===== src/rtl/i2c_wr_master.sv =====
module i2c_wr_master #(
  parameter int CW = 8
) (
  input  logic          clk,
  input  logic          rst_n,
  input  logic          go,
  input  logic [6:0]    dev_addr,
  input  logic [1:0]    iadr_len,
  input  logic [23:0]   iadr,
  input  logic [CW-1:0] scl_lo,
  input  logic [CW-1:0] scl_hi,
  input  logic          thr_we,
  input  logic [7:0]    thr_data,
  input  logic [2:0]    ien,
  output logic          irq,
  output logic          nack,
  output logic          txrdy,
  output logic          txcomp,
  output logic          scl_oe,
  output logic          sda_oe,
  input  logic          sda_in
);
  localparam logic [3:0] ACK_BIT = 4'd8;

  typedef enum logic [1:0] {IDLE, STA, XFER, STO} st_t;

  st_t          st;
  logic [CW-1:0] cnt;
  logic          ph;
  logic [3:0]    bitn;
  logic [7:0]    sh, thr;
  logic          thr_full;
  logic [1:0]    ileft;
  logic          pend;

  wire       tick  = (cnt == '0);
  wire [1:0] isel  = ileft - 2'd1;
  wire [7:0] ibyte = (isel == 2'd2) ? iadr[23:16] :
                     (isel == 2'd1) ? iadr[15:8]  : iadr[7:0];

  assign txrdy = !thr_full;
  assign irq   = |({nack, txrdy, txcomp} & ien);

  always_ff @(posedge clk) begin
    if (!rst_n) begin
      st <= IDLE; cnt <= '0; ph <= 1'b0; bitn <= '0; sh <= '0; thr <= '0;
      thr_full <= 1'b0; ileft <= '0; pend <= 1'b0;
      scl_oe <= 1'b0; sda_oe <= 1'b0; nack <= 1'b0; txcomp <= 1'b1;
    end else begin
      if (st != IDLE && !tick) cnt <= cnt - 1'b1;
      pend <= 1'b0;
      case (st)
        IDLE: if (go) begin
          st <= STA; cnt <= scl_hi; sda_oe <= 1'b1;
          nack <= 1'b0; txcomp <= 1'b0;
          sh <= {dev_addr, 1'b0}; ileft <= iadr_len;
        end
        STA: if (tick) begin
          st <= XFER; scl_oe <= 1'b1; ph <= 1'b0; bitn <= '0;
          cnt <= scl_lo; pend <= 1'b1;
        end
        XFER: begin
          if (pend) sda_oe <= (bitn == ACK_BIT) ? 1'b0 : !sh[7];
          if (tick) begin
            if (!ph) begin
              scl_oe <= 1'b0; ph <= 1'b1; cnt <= scl_hi;
            end else if (bitn != ACK_BIT) begin
              sh <= {sh[6:0], 1'b0}; bitn <= bitn + 1'b1;
              scl_oe <= 1'b1; ph <= 1'b0; cnt <= scl_lo; pend <= 1'b1;
            end else begin
              scl_oe <= 1'b1; ph <= 1'b0; cnt <= scl_lo; pend <= 1'b1; bitn <= '0;
              if (sda_in) begin
                nack <= 1'b1; st <= STO;
              end else if (ileft != 2'd0) begin
                sh <= ibyte; ileft <= ileft - 2'd1;
              end else if (thr_full) begin
                sh <= thr; thr_full <= 1'b0;
              end else begin
                st <= STO;
              end
            end
          end
        end
        STO: begin
          if (pend) sda_oe <= 1'b1;
          if (tick) begin
            if (!ph) begin
              scl_oe <= 1'b0; ph <= 1'b1; cnt <= scl_hi; bitn <= '0;
            end else if (bitn == '0) begin
              sda_oe <= 1'b0; bitn <= 4'd1; cnt <= scl_hi;
            end else begin
              st <= IDLE; txcomp <= 1'b1;
            end
          end
        end
        default: st <= IDLE;
      endcase
      if (thr_we) begin
        thr <= thr_data; thr_full <= 1'b1;
      end
    end
  end

  AST_ACK_RELEASE: assert property (@(posedge clk) disable iff (!rst_n)
    (st == XFER && ph && bitn == ACK_BIT) |-> !sda_oe);

  AST_SDA_QUIET_HIGH: assert property (@(posedge clk) disable iff (!rst_n)
    (st == XFER && ph && $past(st == XFER && ph)) |-> $stable(sda_oe));

  AST_NACK_STICKY: assert property (@(posedge clk) disable iff (!rst_n)
    ($past(nack) && $past(st) != IDLE) |-> nack);

  AST_TXRDY_HOLD: assert property (@(posedge clk) disable iff (!rst_n)
    ($past(txrdy) && !$past(thr_we)) |-> txrdy);

  AST_DONE_RELEASED: assert property (@(posedge clk) disable iff (!rst_n)
    txcomp |-> (!scl_oe && !sda_oe));
endmodule


===== config.mk =====
export PLATFORM = sky130hd
export DESIGN_NAME = i2c_wr_master
export DESIGN_NICKNAME = d
export VERILOG_FILES = /design/src/rtl/i2c_wr_master.sv
export SDC_FILE = /design/constraint.sdc
export NUM_CORES = 1
export LEC_CHECK = 0
export BUFFER_PORTS_ARGS = -buffer_cell sky130_fd_sc_hd__buf_2
export CAP_MARGIN = 30
export CORE_UTILIZATION = 33
export CTS_CLUSTER_SIZE = 8
export DETAILED_ROUTE_END_ITERATION = 6
export PLACE_DENSITY = 0.52
export SLEW_MARGIN = 20
export SYNTH_ARGS = -nofsm -noshare
export SYNTH_HDL_FRONTEND = slang
export SYNTH_SLANG_ARGS = --single-unit

===== constraint.sdc =====
create_clock -name clk -period 2.35 [get_ports clk]
set_input_delay 0.235 -clock clk [delete_from_list [all_inputs] [get_ports clk]]
set_output_delay 0.235 -clock clk [all_outputs]
set_load 0.01 [all_outputs]

==> impl_metrics.csv, run 1 <==
group,metric,value,unit
critical_path,rr_endpoint,"cnt[3]",
power,sw_frac_of_total,45.5,%
sta,slew-limit-headroom,63.5,%
place,port_buffers,70,
critical_path,ff2ff_path_depth,7,
critical_path,crit_start,"bitn[0]",
global_routing,antenna_found_initial,0,
sta,rsz0062_at_grt,"false",
synth,ys.warnings.count,0,
place,dp_hpwl,6340,um
critical_path,crit_path_start_kind,"flop",
detailed_routing,drc,0,
detailed_routing,via_count,2904,
finish,most-common-layout-cells,"buf_2 (70), dfxtp_1 (39), o21ai_0 (36), a21oi_1 (33), mux2i_1 (31)",
critical_path,setup.worst_path.end_class,"flop",
finish,drive_above_1_share,28.0,%
die,ios,71,
global_routing,grt_max_degree,22,
job,cap_violations,0,
die,fp.dieH,94.7,um
clock_network,hold_buffers,0,
finish,finalNetCount,509,
critical_path,reg2reg_setup_slack,0.15,ns
detailed_routing,dr.pass1.iters,5,
synth,synth_edf_count,0,
critical_path,r2r-start,"bitn[0]",
synth,postSynthAreaPerCell,7.85,um2
global_routing,grt_pass1_wl,13500,um
run_status,run_status,"finished, final reports clean",
power,combinationalPowerShare,61.6,%
power,p_clk_share,13.1,%
global_routing,track_usage,19.2,%
global_routing,grt_pass1_vias,2816,
sta,finClkSkew,0.00369,ns
power,ir_drop,382,uV
clock_network,cts_tree,"done",
finish,layout_commonest_cell,"buf_2",
power,internal_power,2140,uW
min_path,hold_path_class,"in -> reg",
clock_network,cts_buffer_depth,2,
finish,fin_area,3440,um2
die,start_util,34.3,%
power,p_sw,1790,uW
detailed_routing,wl_per_cell,15.5,um
die,core.rowCount,33,
critical_path,critical_path_arrival,2.40,ns
power,power_density,1140,nW/um2
sta,timing.final.crit_share,93.8,%
clock_network,cts_root_buffer,"clkbuf_8",
clock_network,clkTransAtPathRegs,0.08,ns
sta,finalSetupViolations,0,
detailed_routing,totalWireLength,8350,um
clock_network,clkLatencyLatePin,0.29,ns
global_routing,overflow,0,
critical_path,worstPathRequired,2.54,ns
finish,diodes,0,
synth,synth_fp_nets,436,
synth,async_flop_share,0,%
sta,tns,0,ns
clock_network,cts_sinks,39,
place,dpl_cell_area,3330,um2
sta,slew_viol_final,0,
clock_network,h-tree-depth,2,
detailed_routing,drt_iter0_drc,202,
power,p_seq_share,25.4,%
sta,min_period,2.20,ns
die,die_x,94.7,um
detailed_routing,postRouteAntennaNets,0,
critical_path,critPathKind,"reg -> reg",
synth,ys.flop_type,"dfxtp_1",
place,place_congestion,0.932,
min_path,whs_path_depth,3,
finish,area_growth,21.3,%
power,p_leak,0.00149,uW
synth,synth_cell_types,58,
critical_path,cp-endpoint,"cnt[3]",
synth,syn_area,2840,um2
die,core,8260,um2
die,die-area,8970,um2
synth,ys_ff_latch,39,
clock_network,cts-buffers-inserted,5,
sta,hold_viol_final,0,
detailed_routing,vias_per_cell,5.38,
sta,clock.fmax,454,MHz
critical_path,cp_max_fo,5,
sta,worst_pin_slew,0.547,ns
synth,synth_cells,361,
synth,yosysSeqAreaShare,27.5,%
kinds of logic (layout without fill, tap and decap cells):
kind of cell | Yosys count | after routing | share of synthesized area [%]
AO/OA/AOI/OAI | 124 | 124 | 28.0
XOR/XNOR | 1 | 1 | 0.309
adder cells (fa/ha/maj) | 10 | 10 | 4.41
multiplexers | 36 | 36 | 12.9
buffers and inverters | 41 | 115 | 7.46
flip-flops | 39 | 39 | 27.5
AND/OR/NAND/NOR | 110 | 110 | 19.4
worst min-delay path by stage:
stage,start,end
6_report,thr_data[5],thr[5]
5_1_grt,thr_data[6],thr[6]
4_1_cts,thr_data[5],thr[5]
3_5_place_dp,sh[0],sh[0]
3_3_place_gp,sh[0],sh[0]
2_1_floorplan,scl_hi[2],cnt[2]
layout make-up:
class,count,area (um2)
clock buffers,8,100
fillers,876,4820
inverters,15,56.3
multi-input cells,281,1860
flip-flops and latches,39,781
well taps,105,131
repair buffers,92,515
Yosys cell counts (2+ instances only):
master | n | share of area [%]
a22oi_1 | 5 | 1.3
inv_1 | 14 | 1.9
a21oi_1 | 33 | 5.8
a21o_1 | 2 | 0.53
or4_1 | 2 | 0.53
o21a_1 | 8 | 2.1
dfxtp_1 | 39 | 28
o22ai_1 | 3 | 0.66
clkbuf_8 | 2 | 0.97
nor3_1 | 7 | 1.2
a211oi_1 | 6 | 1.6
nand2_1 | 30 | 4.0
nand2b_1 | 2 | 0.44
nor2b_1 | 4 | 0.88
a41oi_1 | 2 | 0.62
nor2_1 | 30 | 4.0
o21ai_0 | 36 | 6.4
ha_1 | 10 | 4.4
clkbuf_1 | 21 | 2.8
nand3_1 | 16 | 2.8
o211ai_1 | 2 | 0.53
nor3b_1 | 2 | 0.53
o221a_2 | 7 | 2.8
mux2i_1 | 31 | 11
o2bb2ai_1 | 3 | 0.93
mux2_2 | 5 | 2.0
a31oi_1 | 4 | 0.88
o31ai_1 | 4 | 1.1
nor4_1 | 2 | 0.44
power by group through the flow:
stage	logic (uW)	clock network, uW	registers (uW)
2_1_floorplan	1720	0	958
3_3_place_gp	2370	0	1000
3_5_place_dp	2360	0	1000
4_1_cts	2370	529	988
5_1_grt	2680	547	1020
6_report	2410	512	994
critical path, cell delays in order (launching register included):
cell and delay [ns]:
dfxtp_1 0.34, inv_1 0.08, ha_1 0.20, or3b_2 0.54
o22ai_1 0.30, a221oi_1 0.17, o21a_1 0.19, nor4_1 0.29
flip-flops by register name, indices dropped and copies added, names as in the netlist:
register  count
pend          1
thr           8
thr_full      1
scl_oe        1
nack          1
sh            8
bitn          4
txcomp        1
st            2
ph            1
ileft         2
sda_oe        1
cnt           8
stage by stage:
step	power (uW)	hold WS, ns	std cells	setup slack [ns]	util, %
detailed placement	3360	0.458	532	0.151	40.3
global route	4240	0.185	540	0.0289	41.7
CTS	3890	0.168	540	0.139	41.5
floorplan	2680	0.378	361	0.110	-
global placement	3370	0.463	532	0.227	40.3
finish	3920	0.174	540	0.147	41.7
metal layers:
metal | wire length (um) | global-route usage, %
met5 | 0 | 0
met1 | 4160 | 27.4
met2 | 3660 | 29.7
met4 | 90 | 6.31
met3 | 441 | 2.25
timing repair:
item	in CTS	in global routing
setup buffers	0	0
setup endpoints to repair	0	2
resized for setup	0	3
Note: power is estimated with default switching activity, not from simulation.
==> run 2: changes to the inputs <==
--- a/config.mk
+++ b/config.mk
@@ -7,10 +7,9 @@
 export LEC_CHECK = 0
 export BUFFER_PORTS_ARGS = -buffer_cell sky130_fd_sc_hd__buf_2
 export CAP_MARGIN = 30
-export CORE_UTILIZATION = 33
+export CORE_UTILIZATION = 35
 export CTS_CLUSTER_SIZE = 8
 export DETAILED_ROUTE_END_ITERATION = 6
-export PLACE_DENSITY = 0.52
 export SLEW_MARGIN = 20
 export SYNTH_ARGS = -nofsm -noshare
 export SYNTH_HDL_FRONTEND = slang
==> run 2 against run 1 <==
- die area is 5.6% lower
- wire length fell by 2.6%
- first-iteration DRC count is 16% lower
- via count increased by 2.5%
- register-to-register slack hardly changed
- cell area fell by 0.18%
- largest cell class unchanged
==> impl_metrics.csv, run 2 (synthesis gave the netlist of run 1 again) <==
group,metric,value,unit
finish,area_growth,21.1,%
clock_network,post_cts_resized,0,
die,ios,71,
finish,diodes,0,
finish,final_core_util,44.2,%
min_path,hold_path_class,"in -> reg",
global_routing,grt_pass1_vias,2831,
critical_path,critPathKind,"reg -> reg",
die,start_util,36.5,%
global_routing,track_usage,19.6,%
detailed_routing,totalWireLength,8130,um
place,dp.cells,528,
finish,finalNetCount,508,
global_routing,grt_max_degree,22,
power,ir_drop,492,uV
die,core,7770,um2
finish,most-common-layout-cells,"buf_2 (70), dfxtp_1 (39), o21ai_0 (36), a21oi_1 (33), mux2i_1 (31)",
detailed_routing,drt_iter0_drc,169,
place,dp_hpwl,6130,um
place,place_congestion,0.949,
finish,n_fill_cell,792,
critical_path,setup.worst_path.end_class,"flop",
sta,min_period,2.20,ns
power,p_leak,0.00149,uW
finish,top_regs,"cnt x8, sh x8, thr x8",
clock_network,cts-buffers-inserted,5,
sta,finalSetupViolations,0,
finish,stdcell_count,536,
sta,slew_viol_final,0,
die,fp.dieH,92.0,um
sta,finClkSkew,0.00930,ns
global_routing,grt_pass1_wl,13400,um
finish,drive_above_1_share,27.9,%
power,power_density,1150,nW/um2
place,dpl_cell_area,3320,um2
global_routing,overflow,0,
critical_path,worstPathRequired,2.58,ns
sta,hold_viol_final,0,
sta,clock.fmax,455,MHz
sta,rsz0062_at_grt,"false",
clock_network,clkTransAtPathRegs,0.09,ns
critical_path,crit_path_start_kind,"flop",
critical_path,critical_path_arrival,2.43,ns
sta,worst_pin_slew,0.544,ns
detailed_routing,via_count,2977,
detailed_routing,vias_per_cell,5.55,
sta,slew-limit-headroom,63.7,%
clock_network,cts_root_buffer,"clkbuf_8",
clock_network,cts_buffer_depth,2,
finish,fin_area,3430,um2
clock_network,clkLatencyLatePin,0.30,ns
detailed_routing,dr.pass1.iters,5,
detailed_routing,wl_per_cell,15.2,um
clock_network,cts_tree,"done",
clock_network,cts_sinks,39,
critical_path,cp_max_fo,5,
die,die-area,8460,um2
die,die_x,92.0,um
detailed_routing,drc,0,
detailed_routing,postRouteAntennaNets,0,
finish,layout_commonest_cell,"buf_2",
sta,tns,0,ns
clock_network,hold_buffers,0,
job,cap_violations,0,
sta,timing.final.crit_share,93.5,%
place,port_buffers,70,
run_status,run_status,"finished, final reports clean",
die,core.rowCount,32,
global_routing,antenna_found_initial,0,
clock_network,h-tree-depth,2,
clock_network,post_cts_buffers,0,
power,power,3960,uW
## run 2: cell types whose count changed in the layout (fill, tap and decap cells not counted)
cell       change
clkbuf_8       -2
a2111oi_1      +1
a2111oi_2      -1
buf_4          -1
bufinv_16      +1
clkbuf_1       -1
clkinv_4       +1
inv_6          +1
nor3b_2        +1
nor3b_4        -1
## run 2: per-layer routing
metal	up-vias	global-route usage, %	wire length, um	part of all wire (%)
li1	1465	-	-	-
met1	1408	26.6	3890	48
met2	98	31.8	3670	45
met3	6	3.65	496	6.1
met4	0	5.21	73	0.90
met5	-	0	0	0
## run 2: worst paths after layout
kind | startpoint | cells after the start | slack, ns | endpoint
worst min-delay path | thr_data[5] | 3 | 0.16 | thr[5]
worst max-delay path | bitn[0] | 7 | 0.15 | st[0]
worst max register to register | bitn[0] | 7 | 0.15 | st[0]
worst min register to register | sh[0] | 2 | 0.48 | sh[0]
## run 2: power breakdown
group	total [uW]	internal [uW]	switching, uW
Clock	589	322	267
Sequential	994	829	165
Combinational	2380	1010	1370
## run 2: cell type report
cell class | count | area, um2 | area share [%]
Clock inverter | 3 | 47.5 | 1.38
Timing Repair Buffer | 91 | 508 | 14.8
Inverter | 15 | 56.3 | 1.64
Clock buffer | 5 | 68.8 | 2.00
Tap cell | 102 | 128 | 3.72
Multi-Input combinational cell | 281 | 1840 | 53.7
Sequential cell | 39 | 781 | 22.7
## run 2: worst max-delay path: stages (launching register included)
cell	delay, ns
dfxtp_1	0.35
inv_1	0.09
ha_1	0.23
or3b_2	0.54
nand2_1	0.22
nor2_1	0.08
o211ai_1	0.37
mux2i_1	0.23
## run 2: metrics by stage
step	worst slack [ns]	hold WS [ns]
2_1_floorplan	0.110	0.378
3_3_place_gp	0.204	0.465
3_5_place_dp	0.190	0.456
4_1_cts	0.169	0.155
5_1_grt	0.00238	0.170
6_report	0.152	0.159
==> run 3: changes to the inputs <==
--- a/config.mk
+++ b/config.mk
@@ -5,6 +5,7 @@
 export SDC_FILE = /design/constraint.sdc
 export NUM_CORES = 1
 export LEC_CHECK = 0
+export ABC_AREA = 1
 export BUFFER_PORTS_ARGS = -buffer_cell sky130_fd_sc_hd__buf_2
 export CAP_MARGIN = 30
 export CORE_UTILIZATION = 35
==> constraint.sdc (replaced) <==
create_clock -name clk -period 2.25 [get_ports clk]
set_input_delay 0.225 -clock clk [delete_from_list [all_inputs] [get_ports clk]]
set_output_delay 0.225 -clock clk [all_outputs]
set_load 0.01 [all_outputs]
==> run 3 against run 2 <==
- area after synthesis grew 6.4%
- critical path depth grew 2
- cell count grew 28%
- maximum frequency grew 13%
- largest power group unchanged
==> impl_metrics.csv, run 3 <==
group,metric,value,unit
run_status,run_status,"finished, final reports clean",
synth,async_flop_share,0,%
critical_path,cpPeakStageDelay,0.32,ns
critical_path,slowest_stage,"dfxtp_1",
sta,slew-limit-headroom,64.7,%
global_routing,grt_pass1_vias,3058,
synth,synth_cells,512,
sta,timing.final.crit_share,86.3,%
clock_network,h-tree-depth,2,
clock_network,cts_sinks,39,
detailed_routing,postRouteAntennaNets,0,
critical_path,critPathTopFamily,"simple AND/OR/NAND/NOR gates",
sta,finalSetupViolations,0,
power,p_leak,0.00179,uW
sta,hold_viol_final,0,
place,dp.cells,676,
clock_network,post_cts_resized,0,
sta,slew_viol_final,0,
finish,most-common-layout-cells,"nand2_1 (134), nor2_1 (74), buf_2 (70), inv_1 (49)",
clock_network,clkTransAtPathRegs,0.10,ns
clock_network,hold_buffers,0,
synth,ys_ff_latch,39,
place,place_congestion,0.851,
synth,synth_top_cell_by_area,"dfxtp_1",
global_routing,overflow,0,
finish,diodes,0,
finish,final_core_util,43.1,%
critical_path,crit_chain,"inv_1, ha_1, inv_1, nor2_1, nand2_4, o21ai_2, nand3_2, o21ai_0, a21oi_1",
clock_network,cts-buffers-inserted,5,
sta,worst_pin_slew,0.529,ns
synth,postSynthAreaPerCell,5.89,um2
finish,n_fill_cell,930,
critical_path,cp_common_cell,"inv_1",
detailed_routing,vias_per_cell,4.96,
critical_path,cp_max_fo,21,
clock_network,post_cts_buffers,0,
detailed_routing,dr.pass1.iters,5,
critical_path,critPathKind,"reg -> reg",
sta,fin_ws,0.309,ns
sta,min_period,1.94,ns
finish,stdcell_count,684,
synth,ys.flop_type,"dfxtp_1",
place,place_ws,0.370,ns
clock_network,cts_root_buffer,"clkbuf_8",
power,power_density,1240,nW/um2
synth,synth_edf_count,0,
synth,synth_top_area_share,25.9,%
finish,layout_commonest_cell,"nand2_1",
global_routing,antenna_found_initial,0,
finish,top_regs,"cnt x8, sh x8, thr x8",
global_routing,track_usage,20.1,%
clock_network,cts_buffer_depth,2,
place,dp_hpwl,6610,um
synth,synth_fp_nets,587,
synth,ys.warnings.count,0,
die,core,8260,um2
place,dpl_cell_area,3440,um2
die,die_x,94.8,um
finish,final-seq-area,781,um2
finish,multi_input_area,1910,um2
global_routing,grt_pass1_wl,14100,um
die,start_util,36.5,%
synth,yosysSeqAreaShare,25.9,%
min_path,whs_path_depth,3,
sta,clock.fmax,515,MHz
critical_path,reg2reg_setup_slack,0.31,ns
clock_network,cts_tree,"done",
sta,tns,0,ns
finish,drive_above_1_share,18.8,%
detailed_routing,wl_per_cell,12.7,um
clock_network,clkLatencyLatePin,0.32,ns
finish,fin_area,3560,um2
die,ios,71,
detailed_routing,via_count,3393,
synth,netlist_top_cells_count,"nand2_1 (134), nor2_1 (74), inv_1 (49), a21oi_1 (41), o21ai_0 (41)",
sta,finClkSkew,0.0221,ns
place,port_buffers,70,
finish,area_growth,18.0,%
critical_path,critical_path_arrival,2.13,ns
critical_path,path_depth,9,
global_routing,grt_max_degree,23,
synth,synth.area.top_cells,"dfxtp_1 (26%), nand2_1 (17%), nor2_1 (9.2%)",
detailed_routing,totalWireLength,8650,um
sta,rsz0062_at_grt,"false",
detailed_routing,drt_iter0_drc,208,
synth,synth_cell_types,35,
die,fp.dieH,94.8,um
finish,finalNetCount,653,
power,ir_drop,436,uV
critical_path,crit_buf_inv,2,
synth,syn_area,3020,um2
synth,post-synth-top-count-cell,"nand2_1",
die,core.rowCount,33,
critical_path,crit_path_start_kind,"flop",
critical_path,worstPathRequired,2.44,ns
job,cap_violations,0,
detailed_routing,drc,0,
min_path,hold_path_class,"in -> reg",
critical_path,ff2ff_path_depth,9,
critical_path,setup.worst_path.end_class,"flop",
die,die-area,8990,um2
==> run 3: changes by cell type in the layout (fill, tap and decap cells not counted), sizes merged, moves of 6 or more <==
cell	before	now
mux2i	31	0
inv	15	58
nand2	31	140
nor2	30	79
o21ai	37	56
a21oi	33	42
nand4	1	7
buf	91	75
o221a	7	0
o21a	8	0
nand3	16	42
==> run 3: power breakdown <==
group | switching, uW | total [uW] | leakage, uW | internal (uW)
clock network | 294 | 625 | 0.0000581 | 331
logic | 1800 | 2720 | 0.00141 | 925
registers | 165 | 1060 | 0.000322 | 899
total | 2260 | 4410 | 0.00179 | 2160
==> run 3: logic make-up after synthesis <==
logic type / share of synthesized area [%]
AO/OA/AOI/OAI: 17.9
buffers and inverters: 10.8
flip-flops: 25.9
XOR/XNOR: 0.581
AND/OR/NAND/NOR: 40.7
adder cells (fa/ha/maj): 4.15
==> run 3: cell type report <==
type	count	share of cell area (%)
clock inverters	3	1.23
well taps	105	3.69
flip-flops and latches	39	21.9
clock buffers	5	1.93
repair buffers	75	10.9
multi-input cells	395	53.7
inverters	62	6.61
==> run 3: through the flow <==
stage / total power [uW] / hold slack (ns)
detailed placement: 3770 / 0.450
global placement: 3740 / 0.439
finish: 4410 / 0.135
floorplan: 3240 / 0.360
CTS: 4410 / 0.131
global route: 4850 / 0.142
==> run 3: per-layer routing <==
metal / vias up / share of wire, % / track usage, %
li1: 1781 / - / -
met1: 1511 / 49 / 27.9
met2: 85 / 44 / 31.7
met3: 16 / 4.7 / 2.82
met4: 0 / 1.8 / 6.94
met5: - / 0 / 0
==> run 3: worst paths after layout <==
path / from / endpoint
setup / recovery: cnt[0] / bitn[1]
hold / removal: thr_data[2] / thr[2]
setup reg to reg: cnt[0] / bitn[1]
hold reg to reg: sh[0] / sh[0]
==> run 3: worst register-to-register path, cell delays in order, from the launching register on <==
cell     delay [ns]
dfxtp_1        0.32
inv_1          0.16
ha_1           0.22
inv_1          0.08
nor2_1         0.18
nand2_4        0.19
o21ai_2        0.22
nand3_2        0.19
o21ai_0        0.18
a21oi_1        0.06
